<file path="config.mk">
export PLATFORM = sky130hd
export DESIGN_NAME = gpio_pair_port
export DESIGN_NICKNAME = d
export VERILOG_FILES = /design/src/rtl/gpio_pair_pkg.sv /design/src/rtl/gpio_in_sync.sv /design/src/rtl/gpio_port_regs.sv /design/src/rtl/gpio_pin_mux.sv /design/src/rtl/gpio_pair_port.sv
export SDC_FILE = /design/constraint.sdc
export NUM_CORES = 1
export LEC_CHECK = 0
export BUFFER_PORTS_ARGS = -buffer_cell sky130_fd_sc_hd__buf_2
export CORE_MARGIN = 2
export CORE_UTILIZATION = 54
export DETAILED_ROUTE_END_ITERATION = 10
export GPL_ROUTABILITY_DRIVEN = 0
export PLACE_DENSITY = 0.85
export SETUP_SLACK_MARGIN = 0.05
export SYNTH_ARGS = -nofsm -noshare
export SYNTH_HDL_FRONTEND = slang
export SYNTH_HIERARCHICAL = 1
export SYNTH_SLANG_ARGS = --single-unit
</file>
<file path="constraint.sdc">
create_clock -name clk -period 2.9 [get_ports clk]
set_input_delay 0.58 -clock clk [delete_from_list [all_inputs] [get_ports clk]]
set_output_delay 0.58 -clock clk [all_outputs]
set_load 0.05 [all_outputs]
</file>
<file path="src/rtl/gpio_pair_pkg.sv">
package gpio_pair_pkg;
  typedef enum logic [1:0] {
    MODE_SINGLE   = 2'b00,
    MODE_EXPANDED = 2'b01,
    MODE_EMULATE  = 2'b10,
    MODE_RSVD     = 2'b11
  } op_mode_e;

  localparam int unsigned NUM_PORTS = 2;
  localparam int unsigned NUM_REGS  = 2 * NUM_PORTS;
  localparam int unsigned OFF_W     = $clog2(NUM_REGS);

  function automatic logic mode_is_alt(input logic [1:0] m);
    return (m == MODE_EXPANDED) || (m == MODE_EMULATE);
  endfunction
endpackage

</file>
<file path="src/rtl/gpio_in_sync.sv">
module gpio_in_sync #(
  parameter int W = 16
) (
  input  logic         clk,
  input  logic         rst_n,
  input  logic [W-1:0] d,
  output logic [W-1:0] q
);
  logic [W-1:0] stg1_q, stg2_q;
  logic [W-1:0] stg1_nxt, stg2_nxt;

  always_comb begin
    stg1_nxt = d;
    stg2_nxt = stg1_q;
  end

  always_ff @(posedge clk or negedge rst_n) begin
    if (!rst_n) begin
      stg1_q <= '0;
      stg2_q <= '0;
    end else begin
      stg1_q <= stg1_nxt;
      stg2_q <= stg2_nxt;
    end
  end

  assign q = stg2_q;
endmodule

</file>
<file path="src/rtl/gpio_port_regs.sv">
module gpio_port_regs #(
  parameter int PORT_W = 8,
  parameter int NREG   = 4
) (
  input  logic                         clk,
  input  logic                         rst_n,
  input  logic [NREG-1:0]              wr_en,
  input  logic [PORT_W-1:0]            wdata,
  output logic [NREG-1:0][PORT_W-1:0]  q
);
  for (genvar g = 0; g < NREG; g++) begin : g_reg
    logic [PORT_W-1:0] r_q, r_nxt;

    always_comb begin
      r_nxt = wr_en[g] ? wdata : r_q;
    end

    always_ff @(posedge clk or negedge rst_n) begin
      if (!rst_n)        r_q <= '0;
      else if (wr_en[g]) r_q <= r_nxt;
    end

    assign q[g] = r_q;

    assert_write_R2: assert property (@(posedge clk) disable iff (!rst_n)
      wr_en[g] |=> (q[g] == $past(wdata)));
    assert_hold_R2: assert property (@(posedge clk) disable iff (!rst_n)
      !wr_en[g] |=> $stable(q[g]));
  end
endmodule

</file>
<file path="src/rtl/gpio_pin_mux.sv">
module gpio_pin_mux
  import gpio_pair_pkg::*;
#(
  parameter int PIN_W = 16
) (
  input  logic             clk,
  input  logic             rst_n,
  input  logic [1:0]       mode,
  input  logic             mux_phase,
  input  logic [PIN_W-1:0] ext_addr,
  input  logic [PIN_W-1:0] ivd_data,
  input  logic             uds_en,
  input  logic             uds_n,
  input  logic [PIN_W-1:0] gpio_out,
  input  logic [PIN_W-1:0] gpio_oe,
  output logic [PIN_W-1:0] pin_out,
  output logic [PIN_W-1:0] pin_oe
);
  logic             alt;
  logic [PIN_W-1:0] alt_val;

  always_comb begin
    alt     = mode_is_alt(mode);
    alt_val = ((mode == MODE_EMULATE) && mux_phase) ? ivd_data : ext_addr;
    if (uds_en) alt_val[0] = uds_n;
    pin_out = alt ? alt_val : gpio_out;
    pin_oe  = alt ? '1 : gpio_oe;
  end

  assert_alt_oe_R6: assert property (@(posedge clk) disable iff (!rst_n)
    ((mode == MODE_EXPANDED) || (mode == MODE_EMULATE)) |-> (&pin_oe));
  assert_gpio_own_R5: assert property (@(posedge clk) disable iff (!rst_n)
    ((mode == MODE_SINGLE) || (mode == MODE_RSVD)) |-> (pin_oe == gpio_oe));
endmodule

</file>
<file path="src/rtl/gpio_pair_port.sv">
module gpio_pair_port
  import gpio_pair_pkg::*;
#(
  parameter  int PORT_W = 8,
  localparam int PIN_W  = NUM_PORTS * PORT_W
) (
  input  logic              clk,
  input  logic              rst_n,
  input  logic [1:0]        mode,
  input  logic              bus_sel,
  input  logic              bus_wr,
  input  logic [OFF_W-1:0]  bus_addr,
  input  logic [PORT_W-1:0] bus_wdata,
  output logic [PORT_W-1:0] bus_rdata,
  input  logic [PORT_W-1:0] ext_rdata,
  input  logic [PIN_W-1:0]  ext_addr,
  input  logic [PIN_W-1:0]  ivd_data,
  input  logic              mux_phase,
  input  logic              uds_en,
  input  logic              uds_n,
  input  logic [PIN_W-1:0]  pin_in,
  output logic [PIN_W-1:0]  pin_out,
  output logic [PIN_W-1:0]  pin_oe,
  output logic              ext_wr_stb,
  output logic [OFF_W-1:0]  ext_wr_addr,
  output logic [PORT_W-1:0] ext_wr_data
);
  logic [NUM_REGS-1:0][PORT_W-1:0] reg_q;
  logic [NUM_REGS-1:0]             wr_en;
  logic [PIN_W-1:0]                pin_sync;
  logic [PIN_W-1:0]                gpio_out, gpio_oe;
  logic [NUM_PORTS-1:0][PORT_W-1:0] mix_rd;

  logic              is_emu, data_wr, mirror_go;
  logic              stb_q, stb_nxt;
  logic [OFF_W-1:0]  waddr_q, waddr_nxt;
  logic [PORT_W-1:0] wdat_q, wdat_nxt;

  assign is_emu = (mode == MODE_EMULATE);

  always_comb begin
    for (int i = 0; i < NUM_REGS; i++)
      wr_en[i] = bus_sel && bus_wr && (bus_addr == OFF_W'(i));
  end

  gpio_in_sync #(.W(PIN_W)) i_sync (
    .clk(clk), .rst_n(rst_n), .d(pin_in), .q(pin_sync)
  );

  gpio_port_regs #(.PORT_W(PORT_W), .NREG(NUM_REGS)) i_regs (
    .clk(clk), .rst_n(rst_n), .wr_en(wr_en), .wdata(bus_wdata), .q(reg_q)
  );

  // Port p owns pin slice [PIN_W-1-p*PORT_W -: PORT_W]; data at offset p, direction at p+NUM_PORTS.
  for (genvar p = 0; p < NUM_PORTS; p++) begin : g_port
    localparam int HI = PIN_W - 1 - p * PORT_W;
    assign gpio_out[HI -: PORT_W] = reg_q[p];
    assign gpio_oe [HI -: PORT_W] = reg_q[p + NUM_PORTS];
    assign mix_rd[p] = (reg_q[p + NUM_PORTS] & reg_q[p]) |
                       (~reg_q[p + NUM_PORTS] & pin_sync[HI -: PORT_W]);
  end

  always_comb begin
    if (int'(bus_addr) >= NUM_PORTS) bus_rdata = reg_q[bus_addr];
    else if (is_emu)                 bus_rdata = ext_rdata;
    else                             bus_rdata = mix_rd[bus_addr[0]];
  end

  gpio_pin_mux #(.PIN_W(PIN_W)) i_mux (
    .clk(clk), .rst_n(rst_n), .mode(mode), .mux_phase(mux_phase),
    .ext_addr(ext_addr), .ivd_data(ivd_data), .uds_en(uds_en), .uds_n(uds_n),
    .gpio_out(gpio_out), .gpio_oe(gpio_oe), .pin_out(pin_out), .pin_oe(pin_oe)
  );

  // Emulation write mirror
  always_comb begin
    data_wr   = bus_sel && bus_wr && (int'(bus_addr) < NUM_PORTS);
    mirror_go = data_wr && is_emu;
    stb_nxt   = mirror_go;
    waddr_nxt = bus_addr;
    wdat_nxt  = bus_wdata;
  end

  always_ff @(posedge clk or negedge rst_n) begin
    if (!rst_n) stb_q <= 1'b0;
    else        stb_q <= stb_nxt;
  end

  always_ff @(posedge clk or negedge rst_n) begin
    if (!rst_n) begin
      waddr_q <= '0;
      wdat_q  <= '0;
    end else if (mirror_go) begin
      waddr_q <= waddr_nxt;
      wdat_q  <= wdat_nxt;
    end
  end

  assign ext_wr_stb  = stb_q;
  assign ext_wr_addr = waddr_q;
  assign ext_wr_data = wdat_q;

  assert_stb_src_R10: assert property (@(posedge clk) disable iff (!rst_n)
    ext_wr_stb |-> $past(bus_sel && bus_wr && (mode == MODE_EMULATE) && (int'(bus_addr) < NUM_PORTS)));
  assert_stb_data_R10: assert property (@(posedge clk) disable iff (!rst_n)
    ext_wr_stb |-> (ext_wr_data == $past(bus_wdata)) && (ext_wr_addr == $past(bus_addr)));
  assert_emu_rd_R9: assert property (@(posedge clk) disable iff (!rst_n)
    (is_emu && (int'(bus_addr) < NUM_PORTS)) |-> (bus_rdata == ext_rdata));
endmodule

</file>
==> metrics.csv, run 1 <==
stage,metric,value,unit
layout,"most common cell after layout, fill and taps aside",buf_2,
layout,ANT cells,0,
detailed_routing,Final ANT Viol Nets,0,
grt,number of global-route vias before repair,2682,
timing,fin crit share,0.953,
logic_synthesis,Syn Area/Cell,13.1,um^2
logic_synthesis,sequential-to-total area share from yosys stat,0.514,
layout,fraction of layout cells with a size suffix above 1,0.485,
logic_synthesis,cells after synthesis,279,
detailed_routing,wire length on met2,3850,um
floorplanning,I/O pins,126,
logic_synthesis,syn nets,355,
worst_setup_path,CP max stage delay,0.57,ns
power,Leakage,2.26,nW
timing,Final Hold Viols,0,
layout,Nets,479,
run_status,status,"complete, no violations",
timing,RSZ-0062 raised after global routing,false,
floorplanning,CORE AREA,6460,um^2
floorplanning,Die Span X,86.3,um
timing,Final Max Slew Viols,0,
grt,GRT Total Usage,0.234,
flow_run,MaxCap Viol Count,0,
timing,fmax,362,MHz
power,Peak VDD IR,0.456,mV
detailed_routing,WL met1,3720,um
layout,"commonest non-fill, non-tap cells in the layout","buf_2, dfrtp_1, mux2_4",
clock_tree,setup bufs post-CTS,0,
clock_tree,TritonCTS buffer count,9,
grt,first-pass GRT wire length,13400,um
clock_tree,post_cts resized,0,
logic_synthesis,Synth area leaders,"dfrtp_1, mux2_4, mux2i_1",
floorplanning,DIE AREA,7440,um^2
worst_setup_path,Slowest cell on crit path,buf_2,
layout,Area Growth Syn to Fin,22.6,%
worst_setup_path,startpoint types,input pin,
clock_tree,count of clock tree sinks,75,
detailed_routing,vias,2643,
timing,skew final,0.00357,ns
placement,buffers added on ports,125,
detailed_routing,WL final,8270,um
clock_tree,H-tree levels,3,
detailed_routing,routed wire length on met3,562,um
logic_synthesis,Yosys warnings,6,
clock_tree,CTS tree,yes,
timing,Final Setup Violations,0,
detailed_routing,per-cell routed wire length,17.0,um
detailed_routing,initial drt markers,135,
detailed_routing,max layer used,met4,
floorplanning,row cnt,29,
placement,DP HPWL,5900,um
placement,post-place instance area,4280,um^2
timing,Rel. slew slack,0.284,
floorplanning,Initial Utilization,0.566,
clock_tree,Post-CTS Hold Buffers,0,
detailed_routing,DRC,0,
clock_tree,CTS Buffer Depth,2,
detailed_routing,Vias per Instance,5.45,
logic_synthesis,synthesized area,3650,um^2
detailed_routing,DRT Pass-1 Iters,5,
grt,grt ovf,0,
logic_synthesis,synth unique cells,37,
power,PwrDens,724,nW/um^2
timing,min Tclk post-route,2.76,ns
worst_setup_path,crit end category,output pin,
grt,pin count of the biggest net entering global routing,76,
clock_tree,Worst-Skew Late Latency,0.33,ns
grt,initial antenna violation count,0,
worst_setup_path,worst-path fanout max,40,
layout,"Design Area, Final",4480,um^2
logic_synthesis,register bit total from synthesis,75,
timing,Worst Tran Pin Value,1.07,ns
worst_setup_path,critical path cell sequence,"buf_2, o32ai_1, a222oi_1, buf_2",
clock_tree,clock-pin slew on the worst setup and hold paths,0.08,ns
logic_synthesis,post-synth top area share,0.514,
worst_setup_path,Critical Setup Path Class,input pin to output pin,
clock_tree,Root Driver,clkbuf_8,
worst_setup_path,CP most frequent cell,buf_2,
logic_synthesis,Yosys top cell by area,dfrtp_1,
timing,hold_ws,0.340,ns
worst_setup_path,Critical Path AT,2.18,ns
worst_setup_path,Worst EP required,2.32,ns
hold_path,HP Class,input pin to flip-flop,
floorplanning,Die Y,86.3,um
state kept, by name, summed over array words and instances, names as in the netlist:
signal,cells
ext_wr_addr,2
ext_wr_data,8
ext_wr_stb,1
i_regs/g.r_q,32
i_sync/q,16
i_sync/stg1_q,16
layer usage:
layer | global-route usage | up-vias
met1 | 0.323 | 1243
li1 | - | 1260
met2 | 0.363 | 126
met4 | 0.107 | 0
met3 | 0.0448 | 14
met5 | 0 | -
path summary, 6_finish.rpt:
check / start / endpoint / slack, ns / cells past startpoint
setup / recovery: bus_addr[0] / bus_rdata[4] / 0.14 / 4
hold / removal: pin_in[9] / i_sync/stg1_q[9] / 0.34 / 1
setup reg to reg: i_regs/g_reg[3].r_q[5] / i_regs/g_reg[3].r_q[5] / 2.07 / 1
hold reg to reg: i_sync/stg1_q[0] / i_sync/q[0] / 0.35 / 0
max in group asynchronous: rst_n / i_regs/g_reg[3].r_q[0] / 1.93 / 1
min in group asynchronous: rst_n / i_sync/q[1] / 0.36 / 1
worst max-delay path: cells and delay by family:
kind,cells,cell delay (ns)
buffers and inverters,2,0.92
AOI/OAI and AO/OA,2,0.67
cells by family after synthesis:
family,synth area share
adder cells (fa/ha/maj),0.00342
flip-flops,0.514
AND/OR/NAND/NOR,0.101
multiplexers,0.222
buffers and inverters,0.0568
AO/OA/AOI/OAI,0.103
layout make-up:
class / count / area (um^2)
clock buffers: 10 / 138
fillers: 488 / 1980
repair buffers: 133 / 688
well taps: 77 / 96.3
inverters: 9 / 33.8
clock inverters: 6 / 63.8
multi-input cells: 175 / 1580
flip-flops and latches: 75 / 1880
stage by stage:
stage | setup TNS [ns] | cells | setup WS (ns) | util | power [mW]
after floorplan | -0.373 | 279 | -0.0626 | - | 2.20
after global placement | 0 | 469 | 0.251 | 0.663 | 2.44
after detailed placement | 0 | 469 | 0.191 | 0.663 | 2.47
after CTS | 0 | 485 | 0.167 | 0.694 | 3.26
after global routing | 0 | 485 | 0.0608 | 0.694 | 3.41
final | 0 | 485 | 0.136 | 0.694 | 3.24
where the power goes:
| group | internal, mW | switching [mW] | total [mW] |
|---|---|---|---|
| sequential | 1.20 | 0.140 | 1.34 |
| clock | 0.420 | 0.369 | 0.789 |
| combinational | 0.398 | 0.721 | 1.12 |
| total | 2.01 | 1.23 | 3.24 |
cells in the mapped netlist, drive strengths merged:
master / count
dfrtp: 75
mux2: 41
mux2i: 23
nand2b: 20
nand2: 18
buf: 15
o21ai: 15
inv: 9
a21oi: 8
a222oi: 8
nand3b: 7
o311ai: 7
o32ai: 7
clkbuf: 5
or2b: 5
nor3: 3
nor2: 2
nor2b: 2
nor3b: 2
a2111oi: 1
a21o: 1
a221oi: 1
and3: 1
and4: 1
ha: 1
o221ai: 1
(Power assumes the default switching activity.)
==> inputs of run 2 (changes only) <==
--- a/config.mk
+++ b/config.mk
@@ -7,12 +7,11 @@
 export LEC_CHECK = 0
 export BUFFER_PORTS_ARGS = -buffer_cell sky130_fd_sc_hd__buf_2
 export CORE_MARGIN = 2
-export CORE_UTILIZATION = 54
+export CORE_UTILIZATION = 53
 export DETAILED_ROUTE_END_ITERATION = 10
 export GPL_ROUTABILITY_DRIVEN = 0
 export PLACE_DENSITY = 0.85
 export SETUP_SLACK_MARGIN = 0.05
 export SYNTH_ARGS = -nofsm -noshare
 export SYNTH_HDL_FRONTEND = slang
-export SYNTH_HIERARCHICAL = 1
 export SYNTH_SLANG_ARGS = --single-unit
==> metrics.csv, run 2 <==
stage,metric,value,unit
worst_setup_path,R2R depth,1,
placement,buffers added on ports,125,
hold_path,HP Class,input pin to flip-flop,
logic_synthesis,cells after synthesis,283,
logic_synthesis,Yosys top cell by area,dfrtp_1,
worst_setup_path,Critical Path AT,2.10,ns
timing,fin crit share,0.924,
detailed_routing,routed wire length on met3,514,um
floorplanning,row cnt,29,
power,sequential share of power,0.413,
timing,Worst Tran Pin Value,0.942,ns
layout,Top reg by flops,i_regs.g.r_q,
detailed_routing,WL met1,3600,um
clock_tree,setup bufs post-CTS,0,
power,Combinational Power Share,0.342,
power,PwrDens,734,nW/um^2
worst_setup_path,critical path cell sequence,"buf_2, mux2i_1, a2bb2oi_1, o221a_2, buf_2",
run_status,status,"complete, no violations",
power,Leakage,2.23,nW
layout,# fillers,500,
detailed_routing,DRT Pass-1 Iters,4,
worst_setup_path,startpoint types,input pin,
worst_setup_path,CP max stage delay,0.66,ns
power,Peak VDD IR,0.467,mV
clock_tree,post_cts resized,0,
logic_synthesis,Synth top cells by count,"dfrtp_1, mux2_2, mux2i_1",
detailed_routing,vias,2683,
floorplanning,CORE AREA,6310,um^2
placement,DP HPWL,5750,um
grt,pin count of the biggest net entering global routing,76,
layout,Final Non-Filler Cells,492,
logic_synthesis,Synth area leaders,"dfrtp_1, mux2_2, mux2i_1",
timing,fmax,373,MHz
placement,post-place instance area,4170,um^2
timing,skew final,0.00758,ns
timing,Rel. slew slack,0.372,
clock_tree,Post-CTS Hold Buffers,0,
detailed_routing,per-cell routed wire length,16.9,um
grt,number of global-route vias before repair,2655,
timing,Final Hold Viols,0,
logic_synthesis,sequential-to-total area share from yosys stat,0.542,
timing,setup TNS,0,ns
worst_setup_path,crit end category,output pin,
detailed_routing,Vias per Instance,5.45,
layout,Area Growth Syn to Fin,26.1,%
floorplanning,I/O pins,126,
clock_tree,TritonCTS buffer count,9,
detailed_routing,max layer used,met5,
worst_setup_path,Slowest cell on crit path,buf_2,
placement,placed insts,476,
timing,hold_ws,0.324,ns
floorplanning,Die Y,84.8,um
clock_tree,CTS tree,yes,
floorplanning,DIE AREA,7190,um^2
detailed_routing,DRC,0,
clock_tree,clock-pin slew on the worst setup and hold paths,0.08,ns
flow_run,MaxCap Viol Count,0,
worst_setup_path,Worst EP required,2.32,ns
timing,Final Max Slew Viols,0,
layout,Util after Layout,0.691,
placement,Place WS,0.274,ns
floorplanning,Initial Utilization,0.548,
timing,RSZ-0062 raised after global routing,false,
logic_synthesis,Post-synth EDFFs,0,
worst_setup_path,CP most frequent cell,buf_2,
grt,GRT Total Usage,0.242,
logic_synthesis,post-synth top area share,0.542,
logic_synthesis,syn nets,359,
floorplanning,Die Span X,84.8,um
timing,Final Setup Violations,0,
power,Clk network pwr share,0.245,
clock_tree,Worst-Skew Late Latency,0.35,ns
clock_tree,H-tree levels,3,
layout,max FFs per register,32,
logic_synthesis,synth unique cells,34,
logic_synthesis,"count leader, synth",dfrtp_1,
power,total power,3.20,mW
clock_tree,Root Driver,clkbuf_8,
layout,"Design Area, Final",4360,um^2
grt,first-pass GRT wire length,13200,um
detailed_routing,initial drt markers,116,
layout,"commonest non-fill, non-tap cells in the layout","buf_2, dfrtp_1, mux2_2",
clock_tree,CTS Buffer Depth,2,
detailed_routing,wire length on met2,4090,um
logic_synthesis,Syn Area/Cell,12.2,um^2
clock_tree,count of clock tree sinks,75,
hold_path,cell depth of the worst min-delay path,1,
worst_setup_path,Critical Setup Path Class,input pin to output pin,
logic_synthesis,Async SR Flop Fraction,1.00,
power,Sw Pwr,1.23,mW
timing,PnR worst setup slack,0.220,ns
layout,Nets,486,
power,Switching Share,0.385,
layout,ANT cells,0,
grt,grt ovf,0,
logic_synthesis,synthesized area,3460,um^2
timing,min Tclk post-route,2.68,ns
layout,"most common cell after layout, fill and taps aside",buf_2,
worst_setup_path,worst-path fanout max,45,
logic_synthesis,ys flop type,dfrtp_1,
logic_synthesis,Yosys warnings,0,
layout,fraction of layout cells with a size suffix above 1,0.489,
detailed_routing,Final ANT Viol Nets,0,
logic_synthesis,register bit total from synthesis,75,
grt,initial antenna violation count,1,
power,internal power contribution,1.97,mW
detailed_routing,WL final,8320,um
## run 2: cell types whose count changed in the layout (fill, tap and decap cells not counted), sizes merged, moves of 5 or more
cell,delta
a2bb2oi,+8
o311ai,-7
a222oi,-8
nor2,+7
or2b,-5
a31oi,+7
nor3,+6
o221a,+8
nor3b,+5
o32ai,-7
nand3b,-7
## run 2: worst paths after layout
| kind | to | slack, ns | from |
|---|---|---|---|
| min | i_sync.stg1_q[4] | 0.32 | pin_in[4] |
| max in group asynchronous | i_sync.q[14] | 1.91 | rst_n |
| min in group asynchronous | i_sync.stg1_q[15] | 0.35 | rst_n |
| max reg2reg | i_regs.g_reg[3].r_q[2] | 2.06 | i_regs.g_reg[3].r_q[2] |
| max | bus_rdata[1] | 0.22 | bus_addr[0] |
| min reg2reg | i_sync.q[12] | 0.35 | i_sync.stg1_q[12] |
## run 2: per-layer routing
layer	track usage	up-vias
met2	0.399	99
li1	-	1269
met3	0.0629	12
met4	0.0707	2
met1	0.317	1301
met5	0	-
## run 2: cell families (layout without fill, tap and decap cells)
| family | count (synthesis) | after routing | share of synthesized area |
|---|---|---|---|
| flops | 75 | 75 | 0.542 |
| compound gates | 49 | 49 | 0.0991 |
| fa+ha+maj | 1 | 1 | 0.00362 |
| simple gates | 68 | 68 | 0.111 |
| buf+inv | 26 | 158 | 0.0354 |
| mux | 64 | 64 | 0.209 |
## run 2: area by class of cell
| cell class | instances | area (um^2) | share of cell area |
|---|---|---|---|
| clock buffer | 10 | 128 | 0.0293 |
| clock inverter | 6 | 66.3 | 0.0152 |
| inverter | 10 | 37.5 | 0.00860 |
| multi-input combinational | 182 | 1470 | 0.336 |
| sequential | 75 | 1880 | 0.430 |
| tap | 77 | 96.3 | 0.0221 |
| timing repair buffer | 132 | 693 | 0.159 |
## run 2: worst max-delay path: cells and delay by family
family          cells  cell delay [ns]
mux                 1             0.19
buf+inv             2             0.92
compound gates      2             0.39
## run 2: power groups by stage
stage / sequential [mW] / clock [mW] / combinational (mW)
2_1_floorplan: 1.41 / 0 / 0.756
5_1_grt: 1.34 / 0.839 / 1.16
3_3_place_gp: 1.33 / 0 / 1.08
6_report: 1.32 / 0.784 / 1.09
3_5_place_dp: 1.34 / 0 / 1.10
4_1_cts: 1.32 / 0.798 / 1.10
==> inputs of run 3 (changes only) <==
--- a/config.mk
+++ b/config.mk
@@ -5,12 +5,15 @@
 export SDC_FILE = /design/constraint.sdc
 export NUM_CORES = 1
 export LEC_CHECK = 0
+export ABC_AREA = 1
 export BUFFER_PORTS_ARGS = -buffer_cell sky130_fd_sc_hd__buf_2
+export CELL_PAD_IN_SITES_DETAIL_PLACEMENT = 1
+export CELL_PAD_IN_SITES_GLOBAL_PLACEMENT = 1
 export CORE_MARGIN = 2
-export CORE_UTILIZATION = 53
+export CORE_UTILIZATION = 38
 export DETAILED_ROUTE_END_ITERATION = 10
 export GPL_ROUTABILITY_DRIVEN = 0
-export PLACE_DENSITY = 0.85
+export PLACE_DENSITY_LB_ADDON = 0.1
 export SETUP_SLACK_MARGIN = 0.05
 export SYNTH_ARGS = -nofsm -noshare
 export SYNTH_HDL_FRONTEND = slang
==> metrics.csv, run 3 <==
stage,metric,value,unit
run_status,status,"complete, no violations",
placement,buffers added on ports,125,
logic_synthesis,register bit total from synthesis,75,
logic_synthesis,synthesized area,3490,um^2
logic_synthesis,Yosys warnings,0,
worst_setup_path,worst-path fanout max,16,
clock_tree,Root Driver,clkbuf_8,
floorplanning,Die Span X,99.8,um
clock_tree,CTS Buffer Depth,2,
layout,max FFs per register,32,
timing,setup TNS,0,ns
worst_setup_path,crit end category,output pin,
worst_setup_path,Worst EP required,2.32,ns
layout,"commonest non-fill, non-tap cells in the layout","nand2_1, buf_2, dfrtp_1",
timing,RSZ-0062 raised after global routing,false,
worst_setup_path,FF-to-FF Start,i_regs.g_reg[0].r_q[6],
detailed_routing,vias,3322,
clock_tree,clock-pin slew on the worst setup and hold paths,0.09,ns
hold_path,Hold EP,i_sync.stg1_q[4],
detailed_routing,Vias per Instance,4.97,
detailed_routing,WL final,10300,um
clock_tree,setup bufs post-CTS,0,
detailed_routing,per-cell routed wire length,15.4,um
worst_setup_path,R2R depth,2,
layout,Nets,632,
logic_synthesis,synth unique cells,20,
power,Leakage,2.37,nW
clock_tree,count of clock tree sinks,75,
clock_tree,TritonCTS buffer count,9,
timing,Final Setup Violations,0,
timing,fin crit share,0.880,
hold_path,min-delay src,pin_in[4],
placement,placed insts,653,
worst_setup_path,Critical Setup Path Class,input pin to output pin,
floorplanning,Initial Utilization,0.396,
clock_tree,CTS tree,yes,
timing,PnR worst setup slack,0.347,ns
logic_synthesis,Post-synth EDFFs,0,
hold_path,HP Class,input pin to flip-flop,
flow_run,MaxCap Viol Count,0,
placement,DP HPWL,7780,um
floorplanning,row cnt,34,
worst_setup_path,FF-to-FF End,i_regs.g_reg[0].r_q[6],
logic_synthesis,ys flop type,dfrtp_1,
layout,fraction of layout cells with a size suffix above 1,0.287,
grt,pin count of the biggest net entering global routing,76,
floorplanning,DIE AREA,9970,um^2
power,PwrDens,720,nW/um^2
grt,first-pass GRT wire length,16800,um
logic_synthesis,post-synth top area share,0.538,
layout,Final Non-Filler Cells,669,
detailed_routing,DRC,0,
logic_synthesis,Synth area leaders,"dfrtp_1, nand2_1, o21ai_0",
timing,fmax,392,MHz
logic_synthesis,Synth top cells by count,"nand2_1, dfrtp_1, inv_1, o21ai_0, nand3_1",
logic_synthesis,syn nets,509,
logic_synthesis,Yosys top cell by area,dfrtp_1,
worst_setup_path,flop2flop setup slack,2.14,ns
logic_synthesis,cells after synthesis,433,
timing,Final Max Slew Viols,0,
placement,Place WS,0.339,ns
detailed_routing,initial drt markers,87,
clock_tree,Post-CTS Hold Buffers,0,
logic_synthesis,Async SR Flop Fraction,1.00,
detailed_routing,Final ANT Viol Nets,0,
floorplanning,Die Y,99.8,um
logic_synthesis,"count leader, synth",nand2_1,
worst_setup_path,Critical Path AT,1.97,ns
timing,Rel. slew slack,0.383,
timing,skew final,0.00772,ns
clock_tree,H-tree levels,3,
clock_tree,post_cts resized,0,
timing,Worst Tran Pin Value,0.925,ns
hold_path,cell depth of the worst min-delay path,1,
worst_setup_path,startpoint types,input pin,
logic_synthesis,sequential-to-total area share from yosys stat,0.538,
floorplanning,I/O pins,126,
timing,min Tclk post-route,2.55,ns
power,Peak VDD IR,0.411,mV
floorplanning,CORE AREA,8810,um^2
grt,initial antenna violation count,0,
clock_tree,Worst-Skew Late Latency,0.35,ns
layout,Area Growth Syn to Fin,26.2,%
grt,number of global-route vias before repair,3516,
logic_synthesis,Syn Area/Cell,8.06,um^2
grt,grt ovf,0,
layout,"most common cell after layout, fill and taps aside",nand2_1,
timing,Final Hold Viols,0,
layout,Top reg by flops,i_regs.g.r_q,
grt,GRT Total Usage,0.217,
layout,ANT cells,0,
detailed_routing,DRT Pass-1 Iters,4,
==> run 3: final cells by class <==
cell class	instances	area, um^2
Tap cell	108	135
Multi-Input combinational cell	278	1280
Timing Repair Buffer	130	666
Fill cell	1139	4400
Clock inverter	6	71.3
Sequential cell	75	1880
Inverter	62	235
Clock buffer	10	138
==> run 3: power breakdown <==
| part | total, mW | switching, mW | internal (mW) | leakage, nW |
|---|---|---|---|---|
| logic | 1.04 | 0.777 | 0.261 | 1.36 |
| clock network | 0.852 | 0.422 | 0.430 | 0.0999 |
| registers | 1.28 | 0.101 | 1.18 | 0.914 |
==> run 3: cells by family (layout without fill, tap and decap cells) <==
kind of cell             count (synthesis)  count (layout)  share of synthesized area
AO/OA/AOI/OAI                           84              84                      0.126
adder cells (fa/ha/maj)                  1               1                    0.00358
AND/OR/NAND/NOR                        193             193                      0.238
flip-flops                              75              75                      0.538
buffers and inverters                   80             208                     0.0943
==> run 3: worst max-delay path: stages <==
cell and delay, ns:
buf_2 0.09, inv_1 0.04, ha_1 0.20, nand2_1 0.10
inv_1 0.36, nand2_1 0.11, a31oi_1 0.19, buf_2 0.29
==> run 3: worst max path at each step <==
stage	start	to	slack, ns
after global routing	mode[0]	pin_out[12]	0.20
after global placement	mode[0]	pin_out[14]	0.42
final	mode[0]	pin_out[11]	0.35
after detailed placement	mode[0]	pin_out[11]	0.34
after CTS	mode[0]	pin_out[11]	0.33
after floorplan	mode[0]	pin_out[10]	0.05
==> run 3: metrics by stage <==
stage          hold slack [ns]   util  power, mW  cell area (um^2)
3_5_place_dp             0.336  0.477       2.35              4200
3_3_place_gp             0.333  0.477       2.32              4200
6_report                 0.324  0.500       3.17              4410
2_1_floorplan            0.284      -       2.04              3490
5_1_grt                  0.310  0.500       3.35              4410
4_1_cts                  0.311  0.500       3.21              4410
==> run 3: metal layers <==
metal,GRT usage,wire length [um]
met5,0,0
met4,0.0569,157
met3,0.0418,421
met2,0.408,5470
met1,0.254,4280
